==> src/rtl/nbf_pkg.sv <==
package nbf_pkg;
  typedef enum logic [2:0] {
    OP_RESET   = 3'd0,
    OP_STANDBY = 3'd1,
    OP_READ    = 3'd2,
    OP_WRITE   = 3'd3,
    OP_ALATCH  = 3'd4,
    OP_ODIS    = 3'd5
  } bus_op_e;

  localparam int unsigned NUM_STROBES = 5;
  localparam int unsigned IDX_CE  = 0;
  localparam int unsigned IDX_OE  = 1;
  localparam int unsigned IDX_WE  = 2;
  localparam int unsigned IDX_ADV = 3;
  localparam int unsigned IDX_RST = 4;
endpackage

==> src/rtl/nbf_strobe_cond.sv <==
module nbf_strobe_cond #(
  parameter int unsigned GLITCH      = 3,
  parameter int unsigned SYNC_STAGES = 2
) (
  input  logic clk,
  input  logic rst_n,
  input  logic strobe_n_i,
  output logic strobe_n_o
);
  logic [SYNC_STAGES-1:0] sync_q;
  logic                   level_n;

  always_ff @(posedge clk or negedge rst_n) begin
    if (!rst_n) sync_q <= '1;
    else        sync_q <= {sync_q[SYNC_STAGES-2:0], strobe_n_i};
  end

  assign level_n = sync_q[SYNC_STAGES-1];

  generate
    if (GLITCH > 1) begin : g_filt
      localparam int unsigned     CW   = $clog2(GLITCH);
      localparam logic [CW-1:0]   CMAX = CW'(GLITCH - 1);
      logic [CW-1:0] cnt_q, cnt_d;
      logic          out_q, out_d;

      // release is immediate, assertion needs GLITCH consecutive low samples
      always_comb begin
        cnt_d = cnt_q;
        out_d = out_q;
        if (level_n) begin
          cnt_d = '0;
          out_d = 1'b1;
        end else if (cnt_q == CMAX) begin
          out_d = 1'b0;
        end else begin
          cnt_d = cnt_q + CW'(1);
        end
      end

      always_ff @(posedge clk or negedge rst_n) begin
        if (!rst_n) begin
          cnt_q <= '0;
          out_q <= 1'b1;
        end else begin
          cnt_q <= cnt_d;
          out_q <= out_d;
        end
      end

      assign strobe_n_o = out_q;
    end else begin : g_pass
      logic out_q;
      always_ff @(posedge clk or negedge rst_n) begin
        if (!rst_n) out_q <= 1'b1;
        else        out_q <= level_n;
      end
      assign strobe_n_o = out_q;
    end
  endgenerate
endmodule

==> src/rtl/nbf_classify.sv <==
module nbf_classify
  import nbf_pkg::*;
(
  input  logic    clk,
  input  logic    rst_n,
  input  logic    ce_n,
  input  logic    oe_n,
  input  logic    we_n,
  input  logic    adv_n,
  input  logic    prst_n,
  input  logic    busy_i,
  output bus_op_e op_o,
  output logic    abort_o
);
  bus_op_e op_d, op_q;
  logic    prst_prev_q;
  logic    abort_d, abort_q;

  always_comb begin
    if (!prst_n)                 op_d = OP_RESET;
    else if (ce_n)               op_d = busy_i ? OP_ODIS : OP_STANDBY;
    else if (!we_n && oe_n)      op_d = OP_WRITE;
    else if (!oe_n && we_n)      op_d = OP_READ;
    else if (!adv_n && we_n)     op_d = OP_ALATCH;
    else                         op_d = OP_ODIS;
  end

  assign abort_d = !prst_n && prst_prev_q && busy_i;

  always_ff @(posedge clk or negedge rst_n) begin
    if (!rst_n) begin
      op_q        <= OP_RESET;
      prst_prev_q <= 1'b1;
      abort_q     <= 1'b0;
    end else begin
      op_q        <= op_d;
      prst_prev_q <= prst_n;
      abort_q     <= abort_d;
    end
  end

  assign op_o    = op_q;
  assign abort_o = abort_q;
endmodule

==> src/rtl/nbf_capture.sv <==
module nbf_capture #(
  parameter int unsigned AW = 23,
  parameter int unsigned DW = 16
) (
  input  logic          clk,
  input  logic          rst_n,
  input  logic          ce_n,
  input  logic          oe_n,
  input  logic          we_n,
  input  logic          adv_n,
  input  logic          prst_n,
  input  logic [AW-1:0] addr_i,
  input  logic [DW-1:0] dq_i,
  output logic          wr_valid_o,
  output logic [AW-1:0] wr_addr_o,
  output logic [DW-1:0] wr_data_o,
  output logic [AW-1:0] lat_addr_o
);
  logic          write_phase, fire, adv_rise;
  logic          armed_q, adv_prev_q;
  logic [AW-1:0] lat_d, lat_q, wa_d, wa_q;
  logic [DW-1:0] wd_d, wd_q;
  logic          wv_q;

  assign write_phase = prst_n && !ce_n && !we_n && oe_n;
  // first of the two strobes to rise ends the write
  assign fire        = prst_n && armed_q && (ce_n || we_n);
  assign adv_rise    = prst_n && !ce_n && adv_n && !adv_prev_q;

  always_comb begin
    lat_d = lat_q;
    wa_d  = wa_q;
    wd_d  = wd_q;
    if (adv_rise) lat_d = addr_i;
    if (fire) begin
      wa_d = adv_n ? lat_q : addr_i;
      wd_d = dq_i;
    end
  end

  always_ff @(posedge clk or negedge rst_n) begin
    if (!rst_n) begin
      armed_q    <= 1'b0;
      adv_prev_q <= 1'b1;
      lat_q      <= '0;
      wa_q       <= '0;
      wd_q       <= '0;
      wv_q       <= 1'b0;
    end else begin
      armed_q    <= write_phase;
      adv_prev_q <= adv_n;
      lat_q      <= lat_d;
      wa_q       <= wa_d;
      wd_q       <= wd_d;
      wv_q       <= fire;
    end
  end

  assign wr_valid_o = wv_q;
  assign wr_addr_o  = wa_q;
  assign wr_data_o  = wd_q;
  assign lat_addr_o = lat_q;
endmodule

==> src/rtl/nor_bus_front.sv <==
module nor_bus_front
  import nbf_pkg::*;
#(
  parameter int unsigned AW          = 23,
  parameter int unsigned DW          = 16,
  parameter int unsigned GLITCH      = 3,
  parameter int unsigned SYNC_STAGES = 2
) (
  input  logic          clk,
  input  logic          rst_n,
  input  logic          ce_n_i,
  input  logic          oe_n_i,
  input  logic          we_n_i,
  input  logic          adv_n_i,
  input  logic          prst_n_i,
  input  logic [AW-1:0] addr_i,
  input  logic [DW-1:0] dq_i,
  input  logic [DW-1:0] rd_data_i,
  input  logic          busy_i,
  output logic [2:0]    op_o,
  output logic [DW-1:0] dq_o,
  output logic          dq_oe_o,
  output logic          wr_valid_o,
  output logic [AW-1:0] wr_addr_o,
  output logic [DW-1:0] wr_data_o,
  output logic [AW-1:0] lat_addr_o,
  output logic          abort_o
);
  logic [1:0]             rst_sync_q;
  logic                   rst_int_n;
  logic [NUM_STROBES-1:0] raw_n, cond_n;
  bus_op_e                op;

  // asynchronous assert, synchronous release
  always_ff @(posedge clk or negedge rst_n) begin
    if (!rst_n) rst_sync_q <= '0;
    else        rst_sync_q <= {rst_sync_q[0], 1'b1};
  end
  assign rst_int_n = rst_sync_q[1];

  always_comb begin
    raw_n          = '1;
    raw_n[IDX_CE]  = ce_n_i;
    raw_n[IDX_OE]  = oe_n_i;
    raw_n[IDX_WE]  = we_n_i;
    raw_n[IDX_ADV] = adv_n_i;
    raw_n[IDX_RST] = prst_n_i;
  end

  for (genvar i = 0; i < NUM_STROBES; i++) begin : g_strobe
    localparam int unsigned G_I = (i == IDX_CE || i == IDX_WE) ? GLITCH : 1;
    nbf_strobe_cond #(.GLITCH(G_I), .SYNC_STAGES(SYNC_STAGES)) u_cond (
      .clk        (clk),
      .rst_n      (rst_int_n),
      .strobe_n_i (raw_n[i]),
      .strobe_n_o (cond_n[i])
    );
  end

  nbf_classify u_class (
    .clk     (clk),
    .rst_n   (rst_int_n),
    .ce_n    (cond_n[IDX_CE]),
    .oe_n    (cond_n[IDX_OE]),
    .we_n    (cond_n[IDX_WE]),
    .adv_n   (cond_n[IDX_ADV]),
    .prst_n  (cond_n[IDX_RST]),
    .busy_i  (busy_i),
    .op_o    (op),
    .abort_o (abort_o)
  );

  nbf_capture #(.AW(AW), .DW(DW)) u_cap (
    .clk        (clk),
    .rst_n      (rst_int_n),
    .ce_n       (cond_n[IDX_CE]),
    .oe_n       (cond_n[IDX_OE]),
    .we_n       (cond_n[IDX_WE]),
    .adv_n      (cond_n[IDX_ADV]),
    .prst_n     (cond_n[IDX_RST]),
    .addr_i     (addr_i),
    .dq_i       (dq_i),
    .wr_valid_o (wr_valid_o),
    .wr_addr_o  (wr_addr_o),
    .wr_data_o  (wr_data_o),
    .lat_addr_o (lat_addr_o)
  );

  assign op_o    = op;
  assign dq_oe_o = (op == OP_READ);
  assign dq_o    = dq_oe_o ? rd_data_i : '0;
endmodule

==> config.mk <==
export PLATFORM = sky130hd
export DESIGN_NAME = nor_bus_front
export DESIGN_NICKNAME = d
export VERILOG_FILES = /design/src/rtl/nbf_pkg.sv /design/src/rtl/nbf_strobe_cond.sv /design/src/rtl/nbf_classify.sv /design/src/rtl/nbf_capture.sv /design/src/rtl/nor_bus_front.sv
export SDC_FILE = /design/constraint.sdc
export NUM_CORES = 1
export LEC_CHECK = 0
export BUFFER_PORTS_ARGS = -buffer_cell sky130_fd_sc_hd__buf_2
export CAP_MARGIN = 40
export CORE_AREA = 8 8 74 125
export DETAILED_ROUTE_END_ITERATION = 6
export DIE_AREA = 0 0 82 133
export PLACE_DENSITY = 0.84
export REMOVE_ABC_BUFFERS = 1
export SYNTH_ARGS = -nofsm -noshare
export SYNTH_HDL_FRONTEND = slang
export SYNTH_HIERARCHICAL = 1
export SYNTH_SLANG_ARGS = --single-unit
==> constraint.sdc <==
create_clock -name clk -period 6.95 [get_ports clk]
set_input_delay 1.0425 -clock clk [delete_from_list [all_inputs] [get_ports clk]]
set_output_delay 1.0425 -clock clk [all_outputs]
set_load 0.005 [all_outputs]
==> impl_metrics.tcl <==
set metrics [dict create \
    status "completed" \
    die_w_microns 82 \
    crit_chain "buf_2 > and4bb_2 > buf_2" \
    hp-class "flop to async pin" \
    drive_above_1_share 0.733 \
    worst_pin_slew_ns 0.636 \
    die_h_microns 133 \
    nets 455 \
    vdd_drop_max_v 0.000203 \
    cpMostUsedCell "buf_2" \
    ys_types 25 \
    cp.required_ns 5.91 \
    antenna_cells 0 \
    syn2layout_area_growth_pct 28.4 \
    cp-start-kind "input pin" \
    grt_usage 0.160 \
    cp.buffers_inverters 2 \
    slew_violations 0 \
    ys_ff_latch 91 \
    clkSinkCount 91 \
    drcViolationCount 0 \
    wl_per_cell_microns 17.7 \
    port_buffers 146 \
    drv_cap 0 \
    syn_area_sq_um 3900 \
    start_util 0.523 \
    period_share 0.362 \
    io_pins 147 \
    cts_made_buffers 9 \
    drt_first_pass_iters 4 \
    rsz0062_at_grt "no" \
    vias_per_cell 5.14 \
    slew_headroom 0.576 \
    cpPeakStageDelay_ns 0.21 \
    cts.hold.buffers_added 0 \
    final_util 0.671 \
    overflow 0 \
    reg2reg_depth 3 \
    slowest_stage "and4bb_2" \
    grt_pass1_vias 2720 \
    finalSetupViolations 0 \
    drt_wl_total_mm 8.50 \
    grt_max_degree 50 \
    path_class "input pin to output pin" \
    gp_congestion 0.808 \
    powerDensity_nw_per_um2 354 \
    endpoint_kind "output pin" \
    p_leak_nw 2.52 \
    antenna_found_initial 0 \
    path_max_fanout 1 \
    dpl.hpwl_mm 6.45 \
    stdcell_count 481 \
    rows 42 \
    worst_clock_skew_ns 0.00635 \
    vias 2474 \
    drt.antenna.violating_nets 0 \
    synthCells 240 \
    finalHoldViolations 0 \
    cts_tree "built" \
    drt_iter0_markers 78 \
    max_freq_mhz 397 \
    place_area_sq_um 4680 \
    fin_crit_ns 2.52 \
    clk_transition_reported_paths_ns 0.06 \
    cp_data_arrival_time_ns 1.47 \
    post_cts_buffers 0 \
    cp_top_family "buffers and inverters" \
    clock-root-buffer "clkbuf_16" \
    tns_ns 0 \
    p_total_mw 1.77 \
    yosysWarnings 6 \
    ctsResizeCount 0 \
    cp.depth 3 \
    syn_area_per_cell_sq_um 16.2 \
    grt_pass1_wl_mm 13.4 \
    coreArea_sq_um 7460 \
    ys_seq_area_frac 0.589 \
    dieArea_sq_um 10900 \
    placed_cells 465 \
    cts.htree.levels 3 \
    cts_buffer_depth 2 \
    fin_area_sq_um 5010 \
    insertion_delay_ns 0.33 \
]
[through the flow]
step	worst slack [ns]	hold slack (ns)
final	4.43	0.355
after global routing	4.37	0.357
after CTS	4.43	0.356
after detailed placement	4.43	0.347
after global placement	4.44	0.337
after floorplan	2.12	0.331
[synthesized netlist by cell type]
master | number | area, sq um
dfstp_2 | 17 | 447
nor2_1 | 3 | 11.3
nor3b_1 | 2 | 15.0
buf_2 | 2 | 10.0
inv_1 | 7 | 26.3
clkbuf_2 | 1 | 5.00
buf_4 | 6 | 45.0
mux2i_1 | 1 | 10.0
buf_12 | 2 | 40.0
a21o_1 | 2 | 15.0
and4bb_2 | 16 | 200
nand2b_1 | 1 | 6.26
nor4bb_1 | 2 | 20.0
xor2_1 | 2 | 17.5
dfrtp_1 | 74 | 1850
nand2_1 | 1 | 3.75
o21ai_0 | 2 | 10.0
buf_6 | 2 | 22.5
ha_1 | 4 | 50.1
a211oi_2 | 2 | 25.0
conb_1 | 1 | 3.75
o211ai_1 | 1 | 7.51
mux2_2 | 65 | 732
mux2_4 | 20 | 300
nor2b_1 | 4 | 25.0
[state kept, by name, summed over array words and instances, names as in the netlist]
register / cells
g_strobe.u_cond/g_filt.cnt_q: 4
g_strobe.u_cond/strobe_n_o: 5
g_strobe.u_cond/sync_q: 10
rst_sync_q: 2
u_cap/adv_prev_q: 1
u_cap/armed_q: 1
u_cap/lat_addr_o: 23
u_cap/wr_addr_o: 23
u_cap/wr_data_o: 16
u_cap/wr_valid_o: 1
u_class/abort_o: 1
u_class/op_o: 3
u_class/prst_prev_q: 1
[layout make-up]
type,count,area (sq um)
Inverter,7,26.3
Timing Repair Buffer,150,773
Fill cell,527,2450
Clock inverter,5,75.1
Clock buffer,11,253
Multi-Input combinational cell,129,1470
Sequential cell,91,2300
Tap cell,88,110
[layer usage]
layer,up-vias,track usage,routed length [microns]
li1,1145,-,-
met1,1217,0.169,2950
met2,96,0.271,4560
met3,16,0.0550,812
met4,0,0.0747,185
met5,-,0,0
[where the power goes]
part	internal, mW	switching (mW)	total [mW]	leakage [nW]
clock	0.332	0.186	0.518	0.165
sequential	0.686	0.115	0.801	1.08
combinational	0.291	0.162	0.454	1.27
total	1.31	0.463	1.77	2.52
[cells in the final DEF, fill, tap and decap left out]
cell       instances
buf_2            146
dfrtp_1           73
mux2_2            65
mux2_4            20
dfstp_2           17
and4bb_2          16
clkbuf_16          9
inv_1              7
nor2b_1            4
ha_1               4
clkinv_2           3
nor2_1             3
buf_4              3
nor3b_1            2
bufinv_16          2
clkbuf_8           2
a21o_1             2
xor2_1             2
a211oi_2           2
o21ai_0            2
buf_12             1
conb_1             1
dfrtp_4            1
nor4bb_1           1
o211ai_1           1
nor4bb_4           1
nand2b_1           1
nand2_1            1
mux2i_1            1
[cells by family after synthesis]
logic type                 after synthesis  synth area share
DFF                                     91             0.589
muxes                                   86             0.267
and+or+nand+nor                         29            0.0722
buffers and inverters                   20            0.0382
AOI/OAI and AO/OA                        7            0.0148
adders and majority gates                4            0.0128
xor gates and xnor gates                 2           0.00449
other                                    1          0.000962
[worst paths after layout]
check                                                        start                                 endpoint  slack, ns
hold reg to reg                            rst_sync_q[1]$_DFF_PN0_          u_cap/wr_data_o[10]$_DFFE_PN0P_       0.36
min in group clk            g_strobe[4].u_cond/sync_q[1]$_DFF_PN1_  g_strobe[4].u_cond/strobe_n_o$_DFF_PN1_       0.36
setup / recovery                                      rd_data_i[0]                                  dq_o[0]       4.43
max in group asynchronous                  rst_sync_q[1]$_DFF_PN0_               u_cap/adv_prev_q$_DFF_PN1_       5.90
hold / removal                             rst_sync_q[1]$_DFF_PN0_          u_cap/wr_data_o[10]$_DFFE_PN0P_       0.36
setup reg to reg           g_strobe[3].u_cond/strobe_n_o$_DFF_PN1_         u_cap/lat_addr_o[17]$_DFFE_PN0P_       4.51
No activity file was read; power rests on OpenSTA's default activity.
